## config.mk

```make
export PLATFORM = sky130hd
export DESIGN_NAME = iova_xlate_top
export DESIGN_NICKNAME = d
export VERILOG_FILES = /design/src/rtl/iova_pkg.sv /design/src/rtl/xl_ctrl_regs.sv /design/src/rtl/xl_window.sv /design/src/rtl/xl_walker.sv /design/src/rtl/iova_xlate_top.sv
export SDC_FILE = /design/constraint.sdc
export NUM_CORES = 1
export LEC_CHECK = 0
export BUFFER_PORTS_ARGS = -buffer_cell sky130_fd_sc_hd__buf_2
export CAP_MARGIN = 20
export CORE_MARGIN = 1.5
export CORE_UTILIZATION = 40
export DETAILED_ROUTE_END_ITERATION = 8
export GPL_ROUTABILITY_DRIVEN = 0
export SLEW_MARGIN = 20
export SYNTH_ARGS = -nofsm -noshare
export SYNTH_HDL_FRONTEND = slang
export SYNTH_HIERARCHICAL = 1
export SYNTH_SLANG_ARGS = --single-unit
```

## constraint.sdc

```tcl
create_clock -name clk -period 16 [get_ports clk]
set_clock_uncertainty 0.15 [all_clocks]
set_input_delay 4.8 -clock clk [delete_from_list [all_inputs] [get_ports clk]]
set_output_delay 4.8 -clock clk [all_outputs]
set_load 0.005 [all_outputs]
```

## src/rtl/iova_pkg.sv

```systemverilog
package iova_pkg;

    localparam int DATA_W      = 64;
    localparam int PAGE_SHIFT  = 12;
    localparam int ENTRY_LOG2  = 3;
    localparam int NUM_REGS    = 5;
    localparam int VALID_BIT   = DATA_W - 1;

    // register slots, in address order from the register base
    localparam int SLOT_WBASE = 0;
    localparam int SLOT_WMASK = 1;
    localparam int SLOT_PURGE = 2;
    localparam int SLOT_CFG   = 3;
    localparam int SLOT_DIR   = 4;

    typedef enum logic [1:0] {
        ST_IDLE,
        ST_FETCH,
        ST_WAIT,
        ST_RESP
    } walk_state_e;

    typedef struct packed {
        logic [DATA_W-1:0] addr;
        logic              fault;
    } xl_rsp_t;

    // merge a 4- or 8-byte write into a 64-bit register
    function automatic logic [DATA_W-1:0] merge_write(
        input logic [DATA_W-1:0] old_val,
        input logic [DATA_W-1:0] wdata,
        input logic              wide,
        input logic              upper
    );
        logic [DATA_W-1:0] r;
        if (wide)       r = wdata;
        else if (upper) r = {wdata[DATA_W/2-1:0], old_val[DATA_W/2-1:0]};
        else            r = {old_val[DATA_W-1:DATA_W/2], wdata[DATA_W/2-1:0]};
        return r;
    endfunction

    // pick the half a 4-byte read returns
    function automatic logic [DATA_W-1:0] read_view(
        input logic [DATA_W-1:0] val,
        input logic              wide,
        input logic              upper
    );
        logic [DATA_W-1:0] r;
        if (wide)       r = val;
        else if (upper) r = {{(DATA_W/2){1'b0}}, val[DATA_W-1:DATA_W/2]};
        else            r = {{(DATA_W/2){1'b0}}, val[DATA_W/2-1:0]};
        return r;
    endfunction

    function automatic logic window_hit(
        input logic [DATA_W-1:0] addr,
        input logic [DATA_W-1:0] base,
        input logic [DATA_W-1:0] mask
    );
        return base[0] && ((addr & mask) == {base[DATA_W-1:1], 1'b0});
    endfunction

    function automatic logic [DATA_W-1:0] entry_address(
        input logic [DATA_W-1:0] dir_base,
        input logic [DATA_W-1:0] addr
    );
        logic [DATA_W-1:0] sum;
        sum = dir_base + ((addr >> PAGE_SHIFT) << ENTRY_LOG2);
        return {sum[DATA_W-1:ENTRY_LOG2], {ENTRY_LOG2{1'b0}}};
    endfunction

    function automatic logic [DATA_W-1:0] frame_to_phys(
        input logic [DATA_W-1:0] entry,
        input logic [DATA_W-1:0] addr
    );
        return {1'b0, entry[DATA_W-2:PAGE_SHIFT], addr[PAGE_SHIFT-1:0]};
    endfunction

endpackage

```

## src/rtl/xl_ctrl_regs.sv

```systemverilog
module xl_ctrl_regs
    import iova_pkg::*;
#(
    parameter int                REG_AW   = 18,
    parameter logic [REG_AW-1:0] REG_BASE = 18'h20300
) (
    input  logic              clk,
    input  logic              rst,
    input  logic              wr_en,
    input  logic              rd_en,
    input  logic [REG_AW-1:0] addr,
    input  logic              wide,
    input  logic [DATA_W-1:0] wdata,
    output logic [DATA_W-1:0] rdata,
    output logic [DATA_W-1:0] win_base,
    output logic [DATA_W-1:0] win_mask,
    output logic [DATA_W-1:0] dir_base
);

    localparam int SLOT_W = REG_AW - 3;

    logic [DATA_W-1:0] regs_q [NUM_REGS];
    logic [SLOT_W-1:0] slot;
    logic              hit;
    logic              upper;

    assign slot  = addr[REG_AW-1:3] - REG_BASE[REG_AW-1:3];
    assign hit   = (slot < SLOT_W'(NUM_REGS)) && (addr[1:0] == 2'b00)
                   && (wide ? !addr[2] : 1'b1);
    assign upper = addr[2];

    for (genvar g = 0; g < NUM_REGS; g++) begin : g_reg
        always_ff @(posedge clk) begin
            if (rst) begin
                regs_q[g] <= '0;
            end else if (wr_en && hit && (slot == SLOT_W'(g))) begin
                regs_q[g] <= merge_write(regs_q[g], wdata, wide, upper);
            end
        end
    end

    always_ff @(posedge clk) begin
        if (rst) begin
            rdata <= '0;
        end else if (rd_en) begin
            if (hit) rdata <= read_view(regs_q[slot[2:0]], wide, upper);
            else     rdata <= '0;
        end
    end

    assign win_base = regs_q[SLOT_WBASE];
    assign win_mask = regs_q[SLOT_WMASK];
    assign dir_base = regs_q[SLOT_DIR];

endmodule

```

## src/rtl/xl_window.sv

```systemverilog
module xl_window
    import iova_pkg::*;
(
    input  logic [DATA_W-1:0] addr,
    input  logic [DATA_W-1:0] win_base,
    input  logic [DATA_W-1:0] win_mask,
    input  logic [DATA_W-1:0] dir_base,
    output logic              hit,
    output logic [DATA_W-1:0] entry_addr
);

    assign hit        = window_hit(addr, win_base, win_mask);
    assign entry_addr = entry_address(dir_base, addr);

endmodule

```

## src/rtl/xl_walker.sv

```systemverilog
module xl_walker
    import iova_pkg::*;
(
    input  logic              clk,
    input  logic              rst,
    input  logic              req_valid,
    output logic              req_ready,
    input  logic [DATA_W-1:0] req_addr,
    input  logic              win_hit,
    input  logic [DATA_W-1:0] entry_addr,
    output logic              mem_req_valid,
    input  logic              mem_req_ready,
    output logic [DATA_W-1:0] mem_req_addr,
    input  logic              mem_rsp_valid,
    input  logic [DATA_W-1:0] mem_rsp_data,
    output logic              rsp_valid,
    input  logic              rsp_ready,
    output logic [DATA_W-1:0] rsp_addr,
    output logic              rsp_fault
);

    walk_state_e       state_q;
    logic [DATA_W-1:0] addr_q;
    logic [DATA_W-1:0] maddr_q;
    xl_rsp_t           rsp_q;

    always_ff @(posedge clk) begin
        if (rst) begin
            state_q <= ST_IDLE;
            addr_q  <= '0;
            maddr_q <= '0;
            rsp_q   <= '0;
        end else begin
            unique case (state_q)
                ST_IDLE: begin
                    if (req_valid) begin
                        addr_q <= req_addr;
                        if (win_hit) begin
                            maddr_q <= entry_addr;
                            state_q <= ST_FETCH;
                        end else begin
                            rsp_q   <= '{addr: req_addr, fault: 1'b0};
                            state_q <= ST_RESP;
                        end
                    end
                end
                ST_FETCH: begin
                    if (mem_req_ready) state_q <= ST_WAIT;
                end
                ST_WAIT: begin
                    if (mem_rsp_valid) begin
                        if (mem_rsp_data[VALID_BIT])
                            rsp_q <= '{addr: frame_to_phys(mem_rsp_data, addr_q),
                                       fault: 1'b0};
                        else
                            rsp_q <= '{addr: '0, fault: 1'b1};
                        state_q <= ST_RESP;
                    end
                end
                ST_RESP: begin
                    if (rsp_ready) state_q <= ST_IDLE;
                end
                default: state_q <= ST_IDLE;
            endcase
        end
    end

    assign req_ready     = (state_q == ST_IDLE);
    assign mem_req_valid = (state_q == ST_FETCH);
    assign mem_req_addr  = maddr_q;
    assign rsp_valid     = (state_q == ST_RESP);
    assign rsp_addr      = rsp_q.addr;
    assign rsp_fault     = rsp_q.fault;

endmodule

```

## src/rtl/iova_xlate_top.sv

```systemverilog
module iova_xlate_top
    import iova_pkg::*;
#(
    parameter int                REG_AW   = 18,
    parameter logic [REG_AW-1:0] REG_BASE = 18'h20300
) (
    input  logic              clk,
    input  logic              rst,
    input  logic              reg_wr_en,
    input  logic              reg_rd_en,
    input  logic [REG_AW-1:0] reg_addr,
    input  logic              reg_wide,
    input  logic [63:0]       reg_wdata,
    output logic [63:0]       reg_rdata,
    input  logic              req_valid,
    output logic              req_ready,
    input  logic [63:0]       req_addr,
    output logic              rsp_valid,
    input  logic              rsp_ready,
    output logic [63:0]       rsp_addr,
    output logic              rsp_fault,
    output logic              mem_req_valid,
    input  logic              mem_req_ready,
    output logic [63:0]       mem_req_addr,
    input  logic              mem_rsp_valid,
    input  logic [63:0]       mem_rsp_data
);

    logic [DATA_W-1:0] win_base;
    logic [DATA_W-1:0] win_mask;
    logic [DATA_W-1:0] dir_base;
    logic              win_hit;
    logic [DATA_W-1:0] entry_addr;

    xl_ctrl_regs #(.REG_AW(REG_AW), .REG_BASE(REG_BASE)) u_regs (
        .clk      (clk),
        .rst      (rst),
        .wr_en    (reg_wr_en),
        .rd_en    (reg_rd_en),
        .addr     (reg_addr),
        .wide     (reg_wide),
        .wdata    (reg_wdata),
        .rdata    (reg_rdata),
        .win_base (win_base),
        .win_mask (win_mask),
        .dir_base (dir_base)
    );

    xl_window u_window (
        .addr       (req_addr),
        .win_base   (win_base),
        .win_mask   (win_mask),
        .dir_base   (dir_base),
        .hit        (win_hit),
        .entry_addr (entry_addr)
    );

    xl_walker u_walker (
        .clk           (clk),
        .rst           (rst),
        .req_valid     (req_valid),
        .req_ready     (req_ready),
        .req_addr      (req_addr),
        .win_hit       (win_hit),
        .entry_addr    (entry_addr),
        .mem_req_valid (mem_req_valid),
        .mem_req_ready (mem_req_ready),
        .mem_req_addr  (mem_req_addr),
        .mem_rsp_valid (mem_rsp_valid),
        .mem_rsp_data  (mem_rsp_data),
        .rsp_valid     (rsp_valid),
        .rsp_ready     (rsp_ready),
        .rsp_addr      (rsp_addr),
        .rsp_fault     (rsp_fault)
    );

endmodule

```

==> metrics.cfg <==
[sta]
fin_crit_sh_pct = 52.0
whs_ns = 0.292
setup_violations = 0
hold_viol = 0
max_slew.worst_pin.slew_ns = 1.12
maxSlewViolCount = 0
rsz0062_at_grt = no
worst_slack_ns = 7.68
period_minus_slack_ns = 8.32
max_freq_ghz = 0.120
slew-limit-headroom_pct = 25.3
fin_setup_tns_ns = 0

[routing]
dr_total_vias = 25087
totalWireLength_mm = 111
via_per_inst = 5.89
drcViolationCount = 0
drt-wirelength-per-cell_microns = 26.1
ant_nets = 0
initialDrtViolationCount = 2664
dr.pass1.iters = 6

[synthesis]
ys_top_cells_by_area = edfxtp_1 33%, dfxtp_1 14%, nand2_1 4.9%
yosysTopAreaCellShare_pct = 33.4
synth_seq_cells = 527
ys_seq_area_share_pct = 47.8
synth_most_common_cell = nand2_1
yosys_warnings = 6
synth_commonest_cells = 374 x nand2_1, 320 x edfxtp_1, 235 x a21oi_1
synth-main-ff-cell = edfxtp_1
synthArstFlopShare_pct = 0
synth_area_per_cell_sq_um = 9.54
yosysUniqueCellTypes = 86
synth_cells = 3015
netlist_area_sq_um = 28800
synth_area_leader_cell = edfxtp_1
synth_edf_count = 320

[grt]
grt.overflow.total = 0
antenna_found_initial = 21
groute.usage.overall_pct = 29.1
grt_max_degree = 198
grt_pass1_wl_mm = 159
grt_pass1_vias = 23193

[setup_path]
crit_required_ns = 16.09
r2r_setup_slack_ns = 12.07
worstSetupEndpointType = flop
arrival_ns = 8.41
rr_worst_depth = 10
timing.rr.start = u_regs/regs_q[0][57]$_SDFFCE_PP0P_
reg2reg_to = u_walker/rsp_addr[56]$_SDFFE_PP0P_
critPathLaunchType = input port
crit_fanout = 39
worstSetupPathType = in -> reg

[floorplanning]
rows = 98
pin_count = 415
die_area_sq_um = 73500
core_area_sq_um = 71400
die_width_microns = 271
fp.dieH_microns = 271
initial_core_util_pct = 40.3

[clocking]
clockBufferDepth = 3
cts_resized = 0
root_buffer = clkbuf_16
post_cts_buffers = 0
cts_hold_buf = 0
clk_pin_slew_ns = 0.06
clkSinkCount = 527
cts_buffers = 57
cts_max_level = 2
insertion_delay_ns = 0.66
tritoncts = done

[layout]
syn2layout_area_growth_pct = 15.8
fin_nets = 3528
drive_gt1_share_pct = 18.7

[place]
port_buffers = 402
dp_slack_ns = 7.05
hpwlAfterDp_mm = 76.1

[min_path]
holdPathStages = 2
hp-start = u_regs/rdata[1]$_SDFFE_PP0P_
min_to = u_regs/rdata[1]$_SDFFE_PP0P_
min_path_type = reg -> reg

[pwr]
power_density_nw_per_um2 = 116
ir_worst_vdd_mv = 0.122
power_leakage_uw = 0.0123

[run_status]
outcome = completed

[flow_run]
maxCapViolations = 0

cell usage in the layout (no fill, tap or decap), types with 41 or more instances in the layout:
master	synthesis	routed
a211oi_1	45	45
a211oi_2	42	41
a21o_1	58	58
a21oi_1	235	235
and2_1	71	70
buf_2	58	399
clkbuf_16	0	58
dfxtp_1	207	207
edfxtp_1	320	320
ha_1	58	57
mux2i_1	130	130
nand2_1	374	371
nor2_1	176	174
nor2b_1	59	58
nor3_1	180	180
nor4_1	43	43
o21ai_0	70	70
o22ai_1	69	69
or4_1	131	131
xnor2_1	67	67
xor2_1	44	44
routing by layer:
metal	up-vias	part of all wire [%]	track usage, %
li1	11595	-	-
met1	12142	41	38.8
met2	1135	45	45.2
met3	207	9.0	6.56
met4	8	4.6	13.0
met5	-	0.048	0
cell families after synthesis:
family / after synthesis / synth area share, %
fa+ha+maj: 59 / 2.59
simple gates: 1226 / 21.9
other cells: 1 / 0.0130
mux: 130 / 4.52
compound gates: 673 / 15.6
flops: 527 / 47.8
xor+xnor: 111 / 3.38
buf+inv: 288 / 4.17
worst max-delay path: stages:
cell	delay, ns
buf_2	0.70
nand2b_2	0.94
and2_1	0.23
nand4_1	0.14
nor4_4	0.28
buf_4	0.41
or2_2	0.85
how the worst max path moves through the flow:
stage / from / to
6_report: reg_wide / u_regs/regs_q[4][12]$_SDFFCE_PP0P_
3_5_place_dp: reg_wide / u_regs/regs_q[4][7]$_SDFFCE_PP0P_
3_3_place_gp: reg_wide / u_regs/regs_q[4][7]$_SDFFCE_PP0P_
2_1_floorplan: reg_addr[8] / u_regs/regs_q[4][32]$_SDFFCE_PP0P_
4_1_cts: reg_wide / u_regs/regs_q[4][12]$_SDFFCE_PP0P_
5_1_grt: reg_wide / u_regs/regs_q[4][12]$_SDFFCE_PP0P_
layout make-up:
cell class | count | area [sq um]
diodes | 11 | 27.5
clock buffers | 87 | 1670
clock inverters | 21 | 313
fillers | 6895 | 38000
inverters | 21 | 78.8
multi-input cells | 2202 | 14000
flip-flops and latches | 527 | 13800
well taps | 950 | 1190
repair buffers | 441 | 2340
where the power goes:
| part | switching (uW) | internal [uW] | total [uW] | leakage, uW |
|---|---|---|---|---|
| Clock | 575 | 834 | 1410 | 0.000964 |
| Combinational | 562 | 302 | 864 | 0.00658 |
| Sequential | 60.6 | 1550 | 1610 | 0.00472 |
stage by stage:
step / instance area [sq um] / std cells / util [%] / power (uW)
final: 33300 / 4260 / 46.7 / 3880
after global routing: 33300 / 4252 / 46.7 / 4030
after CTS: 33300 / 4249 / 46.7 / 3890
after detailed placement: 31300 / 4141 / 43.9 / 2490
after global placement: 31300 / 4141 / 43.9 / 2480
after floorplan: 28800 / 3017 / - / 2200
state kept, by name, summed over array words and instances, names as in the netlist:
signal and count:
u_walker/addr_q 12, u_walker/rsp_fault 1, u_regs/regs_q 320, u_regs/rdata 64
u_walker/rsp_addr 64, u_walker/mem_req_addr 64, u_walker/state_q 2
Power figures use the tool's default switching activity.
